$ cat config.mk
export PLATFORM = sky130hd
export DESIGN_NAME = dma_byte_sequencer
export DESIGN_NICKNAME = d
export VERILOG_FILES = /design/src/rtl/dma_seq_pkg.sv /design/src/rtl/dma_strobe_edge.sv /design/src/rtl/dma_frame_track.sv /design/src/rtl/dma_host_regs.sv /design/src/rtl/dma_byte_sequencer.sv
export SDC_FILE = /design/constraint.sdc
export NUM_CORES = 1
export LEC_CHECK = 0
export CORE_ASPECT_RATIO = 1.1
export CORE_MARGIN = 4
export CORE_UTILIZATION = 45
export DETAILED_ROUTE_END_ITERATION = 6
export DONT_BUFFER_PORTS = 1
export MAX_ROUTING_LAYER = met4
export PLACE_DENSITY = 0.57
export SLEW_MARGIN = 20
export SYNTH_ARGS = -nofsm -noshare
export SYNTH_HDL_FRONTEND = slang
export SYNTH_SLANG_ARGS = --single-unit
$ cat constraint.sdc
create_clock -name clk -period 3.39 [get_ports clk]
set_clock_uncertainty 0.15 [all_clocks]
set_input_delay 0.8475 -clock clk [delete_from_list [all_inputs] [get_ports clk]]
set_output_delay 0.8475 -clock clk [all_outputs]
set_load 0.05 [all_outputs]
$ cat src/rtl/dma_seq_pkg.sv
package dma_seq_pkg;

    // Host register selects
    typedef enum logic [1:0] {
        SEL_CTRL    = 2'd0,
        SEL_STAT    = 2'd1,
        SEL_BASE_LO = 2'd2,
        SEL_BASE_HI = 2'd3
    } reg_sel_e;

    // Control bits, bit0 first from the right
    typedef struct packed {
        logic dual;
        logic wide;
        logic stereo;
        logic cap_en;
        logic play_en;
    } ctrl_t;

    localparam int CTRL_W = $bits(ctrl_t);

    // Index of the last byte in a frame for a given format
    function automatic logic [1:0] last_phase(input logic stereo, input logic wide);
        return {stereo & wide, stereo | wide};
    endfunction

    // Byte lane of the frame word for a byte position within the frame
    function automatic logic [1:0] lane_of(input logic [1:0] phase, input logic wide);
        return wide ? phase : {phase[0], 1'b0};
    endfunction

endpackage

$ cat src/rtl/dma_strobe_edge.sv
// Trailing-edge detector for an active-high bus strobe.
// Assumes the acknowledge is held through the strobe; the event fires in the
// cycle the strobe is first seen low, qualified by acknowledge seen while high.
module dma_strobe_edge (
    input  logic clk,
    input  logic rst_n,
    input  logic strb,
    input  logic ack,
    output logic evt
);
    logic strb_q;
    logic act_q;

    // Remember strobe level and whether it was acknowledged
    always_ff @(posedge clk) begin
        if (!rst_n) begin
            strb_q <= 1'b0;
            act_q  <= 1'b0;
        end else begin
            strb_q <= strb;
            act_q  <= strb & ack;
        end
    end

    assign evt = strb_q & ~strb & act_q;
endmodule

$ cat src/rtl/dma_frame_track.sv
// Per-direction byte position and sample counter.
// Assumes format bits are stable while enabled. While disabled the position is
// cleared and the counter preloaded from base; each completed frame counts one
// sample, and the frame that finds the counter at zero expires and reloads it.
module dma_frame_track
    import dma_seq_pkg::*;
#(
    parameter int CNT_W = 16
) (
    input  logic             clk,
    input  logic             rst_n,
    input  logic             en,
    input  logic             stereo,
    input  logic             wide,
    input  logic             byte_evt,
    input  logic [CNT_W-1:0] base,
    output logic             take,
    output logic             first,
    output logic [1:0]       lane,
    output logic             frame_done,
    output logic             expire
);
    logic [1:0]       phase_q;
    logic [CNT_W-1:0] cnt_q;

    assign take       = en & byte_evt;
    assign first      = (phase_q == 2'd0);
    assign lane       = lane_of(phase_q, wide);
    assign frame_done = take & (phase_q == last_phase(stereo, wide));
    assign expire     = frame_done & (cnt_q == '0);

    // Advance the byte position and the sample counter
    always_ff @(posedge clk) begin
        if (!rst_n) begin
            phase_q <= 2'd0;
            cnt_q   <= '0;
        end else if (!en) begin
            phase_q <= 2'd0;
            cnt_q   <= base;
        end else if (take) begin
            phase_q <= frame_done ? 2'd0 : phase_q + 2'd1;
            if (frame_done)
                cnt_q <= (cnt_q == '0) ? base : cnt_q - 1'b1;
        end
    end
endmodule

$ cat src/rtl/dma_host_regs.sv
// Host register file: control, sticky pending flags, split base count.
// Assumes one access per cycle; a pending set wins over a clear in the same cycle.
module dma_host_regs
    import dma_seq_pkg::*;
#(
    parameter int BYTE_W = 8
) (
    input  logic              clk,
    input  logic              rst_n,
    input  logic [1:0]        sel,
    input  logic              wr,
    input  logic [BYTE_W-1:0] wdata,
    output logic [BYTE_W-1:0] rdata,
    input  logic [1:0]        expire,
    output ctrl_t             ctrl,
    output logic [2*BYTE_W-1:0] base,
    output logic [1:0]        pend
);
    logic [BYTE_W-1:0] base_lo_q;
    logic [BYTE_W-1:0] base_hi_q;
    logic [1:0]        clr;
    reg_sel_e          sel_e;

    assign sel_e = reg_sel_e'(sel);
    assign base  = {base_hi_q, base_lo_q};
    assign clr   = (wr && sel_e == SEL_STAT) ? wdata[1:0] : 2'b00;

    // Register writes and pending flag update
    always_ff @(posedge clk) begin
        if (!rst_n) begin
            ctrl      <= '0;
            base_lo_q <= '0;
            base_hi_q <= '0;
            pend      <= 2'b00;
        end else begin
            pend <= (pend & ~clr) | expire;
            if (wr) begin
                case (sel_e)
                    SEL_CTRL:    ctrl      <= ctrl_t'(wdata[CTRL_W-1:0]);
                    SEL_BASE_LO: base_lo_q <= wdata;
                    SEL_BASE_HI: base_hi_q <= wdata;
                    default:     ;
                endcase
            end
        end
    end

    // Read mux of the selected register
    always_comb begin
        case (sel_e)
            SEL_CTRL:    rdata = {{(BYTE_W-CTRL_W){1'b0}}, ctrl};
            SEL_STAT:    rdata = {{(BYTE_W-2){1'b0}}, pend};
            SEL_BASE_LO: rdata = base_lo_q;
            default:     rdata = base_hi_q;
        endcase
    end
endmodule

$ cat src/rtl/dma_byte_sequencer.sv
// Audio DMA byte sequencer top.
// Assumes acknowledges are held across their strobes and format changes only
// while a direction is disabled. Playback assembles bytes into a frame word and
// pushes it; capture serves bytes of the head frame and pops it.
module dma_byte_sequencer
    import dma_seq_pkg::*;
#(
    parameter int BYTE_W = 8
) (
    input  logic                clk,
    input  logic                rst_n,
    input  logic [1:0]          reg_sel,
    input  logic                reg_wr,
    input  logic [BYTE_W-1:0]   reg_wdata,
    output logic [BYTE_W-1:0]   reg_rdata,
    output logic                drq_a,
    output logic                drq_b,
    input  logic                dack_a,
    input  logic                dack_b,
    input  logic                bus_wr,
    input  logic                bus_rd,
    input  logic [BYTE_W-1:0]   bus_wdata,
    output logic [BYTE_W-1:0]   bus_rdata,
    input  logic                pb_full,
    output logic                pb_push,
    output logic [4*BYTE_W-1:0] pb_word,
    input  logic                cap_empty,
    input  logic [4*BYTE_W-1:0] cap_word,
    output logic                cap_pop
);
    localparam int CNT_W   = 2 * BYTE_W;
    localparam int FRAME_W = 4 * BYTE_W;
    localparam int N_DIR   = 2;   // 0 playback, 1 capture

    ctrl_t             ctrl;
    logic [CNT_W-1:0]  base;
    logic [1:0]        pend;
    logic              play_req, cap_req, cap_on_a;
    logic              play_ack, cap_ack;
    logic              wr_hit, rd_hit;
    logic [BYTE_W-1:0] wr_byte;
    logic [FRAME_W-1:0] asm_q, asm_next;

    logic [N_DIR-1:0]  dir_en, dir_evt, dir_take, dir_first, dir_done, dir_expire;
    logic [1:0]        dir_lane [N_DIR];

    // Request and acknowledge routing
    assign play_req = ctrl.play_en & ~pb_full;
    assign cap_req  = ctrl.cap_en & ~cap_empty;
    assign cap_on_a = ~ctrl.dual & ~ctrl.play_en;
    assign drq_a    = play_req | (cap_req & cap_on_a);
    assign drq_b    = cap_req & ctrl.dual;
    assign play_ack = dack_a & ctrl.play_en;
    assign cap_ack  = ctrl.cap_en & (ctrl.dual ? dack_b : (dack_a & cap_on_a));

    dma_host_regs #(.BYTE_W(BYTE_W)) u_regs (
        .clk    (clk),
        .rst_n  (rst_n),
        .sel    (reg_sel),
        .wr     (reg_wr),
        .wdata  (reg_wdata),
        .rdata  (reg_rdata),
        .expire (dir_expire),
        .ctrl   (ctrl),
        .base   (base),
        .pend   (pend)
    );

    dma_strobe_edge u_wr_edge (
        .clk (clk), .rst_n (rst_n), .strb (bus_wr), .ack (play_ack), .evt (wr_hit)
    );

    dma_strobe_edge u_rd_edge (
        .clk (clk), .rst_n (rst_n), .strb (bus_rd), .ack (cap_ack), .evt (rd_hit)
    );

    assign dir_en  = {ctrl.cap_en, ctrl.play_en};
    assign dir_evt = {rd_hit, wr_hit};

    // One byte-position tracker and sample counter per direction
    for (genvar d = 0; d < N_DIR; d++) begin : g_dir
        dma_frame_track #(.CNT_W(CNT_W)) u_track (
            .clk        (clk),
            .rst_n      (rst_n),
            .en         (dir_en[d]),
            .stereo     (ctrl.stereo),
            .wide       (ctrl.wide),
            .byte_evt   (dir_evt[d]),
            .base       (base),
            .take       (dir_take[d]),
            .first      (dir_first[d]),
            .lane       (dir_lane[d]),
            .frame_done (dir_done[d]),
            .expire     (dir_expire[d])
        );
    end

    // Hold the playback byte while the strobe is high
    always_ff @(posedge clk) begin
        if (!rst_n)      wr_byte <= '0;
        else if (bus_wr) wr_byte <= bus_wdata;
    end

    // Place the incoming byte into its lane; a new frame starts from zero
    always_comb begin
        asm_next = dir_first[0] ? '0 : asm_q;
        asm_next[dir_lane[0]*BYTE_W +: BYTE_W] = wr_byte;
    end

    // Frame assembly, push and pop pulses
    always_ff @(posedge clk) begin
        if (!rst_n) begin
            asm_q   <= '0;
            pb_word <= '0;
            pb_push <= 1'b0;
            cap_pop <= 1'b0;
        end else begin
            pb_push <= dir_done[0];
            cap_pop <= dir_done[1];
            if (dir_take[0]) asm_q   <= asm_next;
            if (dir_done[0]) pb_word <= asm_next;
        end
    end

    // Capture byte of the head frame during an acknowledged read
    assign bus_rdata = (bus_rd & cap_ack) ? cap_word[dir_lane[1]*BYTE_W +: BYTE_W] : '0;

endmodule

==> impl_metrics.prom <==
# TYPE chip_impl_metric gauge
chip_impl_info{name="status",value="completed"} 1
chip_impl_metric{name="area_growth",unit="%"} 11.8
chip_impl_metric{name="synth_edf_count",unit=""} 0
chip_impl_metric{name="postSynthAreaPerCell",unit="um^2"} 8.57
chip_impl_metric{name="ff_latch_area",unit="mm^2"} 0.00274
chip_impl_info{name="rsz0062_at_grt",value="no"} 1
chip_impl_info{name="synthTopCellsByCount",value="dfxtp_1 (137), nand2_1 (99), nor2_1 (93)"} 1
chip_impl_metric{name="gp_routability_congestion",unit=""} 0.948
chip_impl_metric{name="slew_viol_final",unit=""} 0
chip_impl_metric{name="grt_max_degree",unit=""} 52
chip_impl_info{name="end_kind",value="output port"} 1
chip_impl_metric{name="port_buffers",unit=""} 0
chip_impl_metric{name="worst_ep_required_time",unit="ps"} 2390
chip_impl_metric{name="ctsHtreeMaxLevel",unit=""} 4
chip_impl_metric{name="post_route_cells_drive_above_1_share",unit=""} 0.108
chip_impl_info{name="synthMostInstantiatedCell",value="dfxtp_1"} 1
chip_impl_metric{name="die_width",unit="um"} 124
chip_impl_metric{name="multi_input_comb_area",unit="mm^2"} 0.00368
chip_impl_metric{name="fmax",unit="MHz"} 326
chip_impl_metric{name="postCtsHoldBufs",unit=""} 0
chip_impl_metric{name="total_power",unit="W"} 0.00379
chip_impl_info{name="hold_path_class",value="flop to flop"} 1
chip_impl_metric{name="floorplan.core_area",unit="mm^2"} 0.0145
chip_impl_metric{name="half_perimeter_wire_length_after_placement",unit="um"} 13800
chip_impl_metric{name="synth.ff_latch_count",unit=""} 137
chip_impl_metric{name="iteration_0_drc_markers",unit=""} 398
chip_impl_info{name="cts_tree",value="done"} 1
chip_impl_metric{name="cp.arrival",unit="ps"} 2070
chip_impl_metric{name="initial_core_util",unit=""} 0.461
chip_impl_metric{name="floorplan.die_area",unit="mm^2"} 0.0169
chip_impl_metric{name="min_period_over_period",unit=""} 0.906
chip_impl_info{name="cell_type_contributing_the_most_total_cell_area_after_synthesis",value="dfxtp_1"} 1
chip_impl_metric{name="num_antenna_cells",unit=""} 0
chip_impl_metric{name="vdd_ir_drop_max",unit="mV"} 0.340
chip_impl_info{name="cell_types_occupying_the_most_area_after_synthesis",value="dfxtp_1 (41%), nand2_1 (5.6%), a21oi_1 (5.4%), nor2_1 (5.2%), mux2i_1 (4.6%)"} 1
chip_impl_metric{name="die_y",unit="um"} 136
chip_impl_metric{name="wl_per_cell",unit="um"} 19.8
chip_impl_metric{name="async_set_reset_flop_share_out_of_synthesis",unit=""} 0
chip_impl_metric{name="vias",unit=""} 6013
chip_impl_metric{name="routed_via_density",unit=""} 6.15
chip_impl_info{name="start_kind",value="flop"} 1
chip_impl_metric{name="route.final.wire_length",unit="um"} 19300
chip_impl_metric{name="global_route.usage.total",unit=""} 0.235
chip_impl_metric{name="nNetsFinal",unit=""} 844
chip_impl_metric{name="cts-root-to-sink-buffers",unit=""} 2
chip_impl_metric{name="grt_pass1_wl",unit="um"} 31100
chip_impl_info{name="synth-main-ff-cell",value="dfxtp_1"} 1
chip_impl_metric{name="finalInstanceArea",unit="mm^2"} 0.00748
chip_impl_info{name="timing.critical_path.slowest_stage_cell",value="mux4_2"} 1
chip_impl_metric{name="number_of_buffers_created_by_cts",unit=""} 17
chip_impl_metric{name="syn-num-nets",unit=""} 850
chip_impl_info{name="root_buffer",value="clkbuf_16"} 1
chip_impl_metric{name="netlist_instances",unit=""} 781
chip_impl_metric{name="fill_cells",unit=""} 1408
chip_impl_info{name="path_class",value="flop to output port"} 1
chip_impl_metric{name="max-cap-violations",unit=""} 0
chip_impl_metric{name="clk_transition_reported_paths",unit="ps"} 60
chip_impl_metric{name="antenna_found_initial",unit=""} 0
chip_impl_metric{name="std_cell_rows",unit=""} 46
chip_impl_metric{name="number_of_global_route_vias_before_repair",unit=""} 5657
chip_impl_metric{name="drt.antenna.violating_nets",unit=""} 0
chip_impl_metric{name="yosysUniqueCellTypes",unit=""} 67
chip_impl_metric{name="cts_resized",unit=""} 0
chip_impl_metric{name="synthesis.area",unit="mm^2"} 0.00669
chip_impl_info{name="path_cells",value="mux2i_2 -> buf_4 -> mux4_2 -> nor2b_1 -> buf_4"} 1
chip_impl_metric{name="yosysSeqAreaShare",unit=""} 0.410
chip_impl_metric{name="maxSlewHeadroom",unit=""} 0.274
chip_impl_metric{name="clkLatencyLatePin",unit="ps"} 420
chip_impl_info{name="most_prevalent_standard_cell_on_the_critical_path",value="buf_4"} 1
chip_impl_metric{name="cpPeakStageDelay",unit="ps"} 530
chip_impl_metric{name="power.density",unit="mW/mm^2"} 507
chip_impl_metric{name="dpl_cell_area",unit="mm^2"} 0.00692
chip_impl_metric{name="drc_violations_left",unit=""} 0
chip_impl_metric{name="setup_viol_count_final",unit=""} 0
chip_impl_metric{name="cts.sink_count",unit=""} 137
chip_impl_metric{name="cp_max_fo",unit=""} 8
chip_impl_metric{name="cts_setup_buffers",unit=""} 0
chip_impl_metric{name="synth_warnings",unit=""} 0
chip_impl_metric{name="drt_pre_antenna_iters",unit=""} 5
chip_impl_metric{name="finalWorstPathRequiredPeriod",unit="ps"} 3070
chip_impl_metric{name="final.setup.tns",unit="ps"} 0
chip_impl_metric{name="worst_pin_slew",unit="ps"} 1090
chip_impl_metric{name="overflow",unit=""} 0
chip_impl_metric{name="floorplan.io_pins",unit=""} 111
chip_impl_metric{name="leakagePower",unit="nW"} 2.77
chip_impl_metric{name="synth_top_area_frac",unit=""} 0.410
chip_impl_metric{name="hold_violations",unit=""} 0
## placed cells by master (no fill, tap or decap), drive strengths merged, types with 6 or more instances in the layout
master	n
mux4	10
a22o	35
nand2	99
ha	10
buf	27
o22ai	6
nor2	93
or4	11
and2	6
nor2b	14
nor3	16
mux2i	32
a22oi	32
inv	13
dfxtp	137
nand3	20
a21oi	72
clkbuf	23
nor4	13
o21ai	27
## sequential cells by signal, summed over array words and instances, names as in the netlist, 2 cells and up
name	flops
asm_q	32
g_dir.u_track.cnt_q	32
g_dir.u_track.phase_q	4
pb_word	32
u_regs.base_hi_q	8
u_regs.base_lo_q	8
u_regs.ctrl	5
u_regs.pend	2
wr_byte	8
## stage by stage
step | cells | worst slack (ps) | utilization | hold slack (ps)
floorplan | 781 | 277 | - | 276
global placement | 948 | 725 | 0.477 | 288
detailed placement | 948 | 649 | 0.477 | 296
CTS | 977 | 281 | 0.516 | 304
global route | 977 | 230 | 0.516 | 322
finish | 977 | 320 | 0.516 | 303
## layer usage
| layer | GRT usage | routed length (um) | up-vias |
|---|---|---|---|
| li1 | - | - | 2852 |
| met1 | 0.272 | 7700 | 2860 |
| met2 | 0.392 | 9510 | 255 |
| met3 | 0.0633 | 1540 | 46 |
| met4 | 0.0944 | 597 | 0 |
| met5 | - | 0 | - |
## logic make-up (layout without fill, tap and decap cells)
group | Yosys count | after routing | share of synthesized area
flip-flops | 137 | 137 | 0.410
buffers and inverters | 66 | 70 | 0.0408
XOR/XNOR | 1 | 1 | 0.00131
adder cells (fa/ha/maj) | 10 | 10 | 0.0187
multiplexers | 47 | 47 | 0.0905
AO/OA/AOI/OAI | 216 | 216 | 0.223
AND/OR/NAND/NOR | 304 | 304 | 0.216
## critical path: cells and delay by family, from the launching register on
family	cells	cell delay, ps
buf+inv	2	430
simple gates	1	150
mux	2	730
flops	1	350
## worst paths after layout
| kind | start | endpoint | slack, ps | depth (start not counted) |
|---|---|---|---|---|
| max | u_regs.ctrl[3] | bus_rdata[6] | 320 | 5 |
| max reg2reg | g_dir[1].u_track.cnt_q[0] | g_dir[1].u_track.cnt_q[12] | 590 | 7 |
| min reg2reg | asm_q[8] | asm_q[8] | 300 | 2 |
| min | asm_q[8] | asm_q[8] | 300 | 2 |
## final cells by class
class,count,area share
Inverter,14,0.00719
Multi-Input combinational cell,578,0.492
Timing Repair Buffer,27,0.0271
Sequential cell,137,0.367
Clock buffer,23,0.0625
Tap cell,192,0.0321
Clock inverter,6,0.0125
## power breakdown
group          internal, W  switching [W]
logic             0.000121       0.000200
registers          0.00164      0.0000492
clock network      0.00111       0.000666
total              0.00288       0.000916
(Power assumes the default switching activity.)
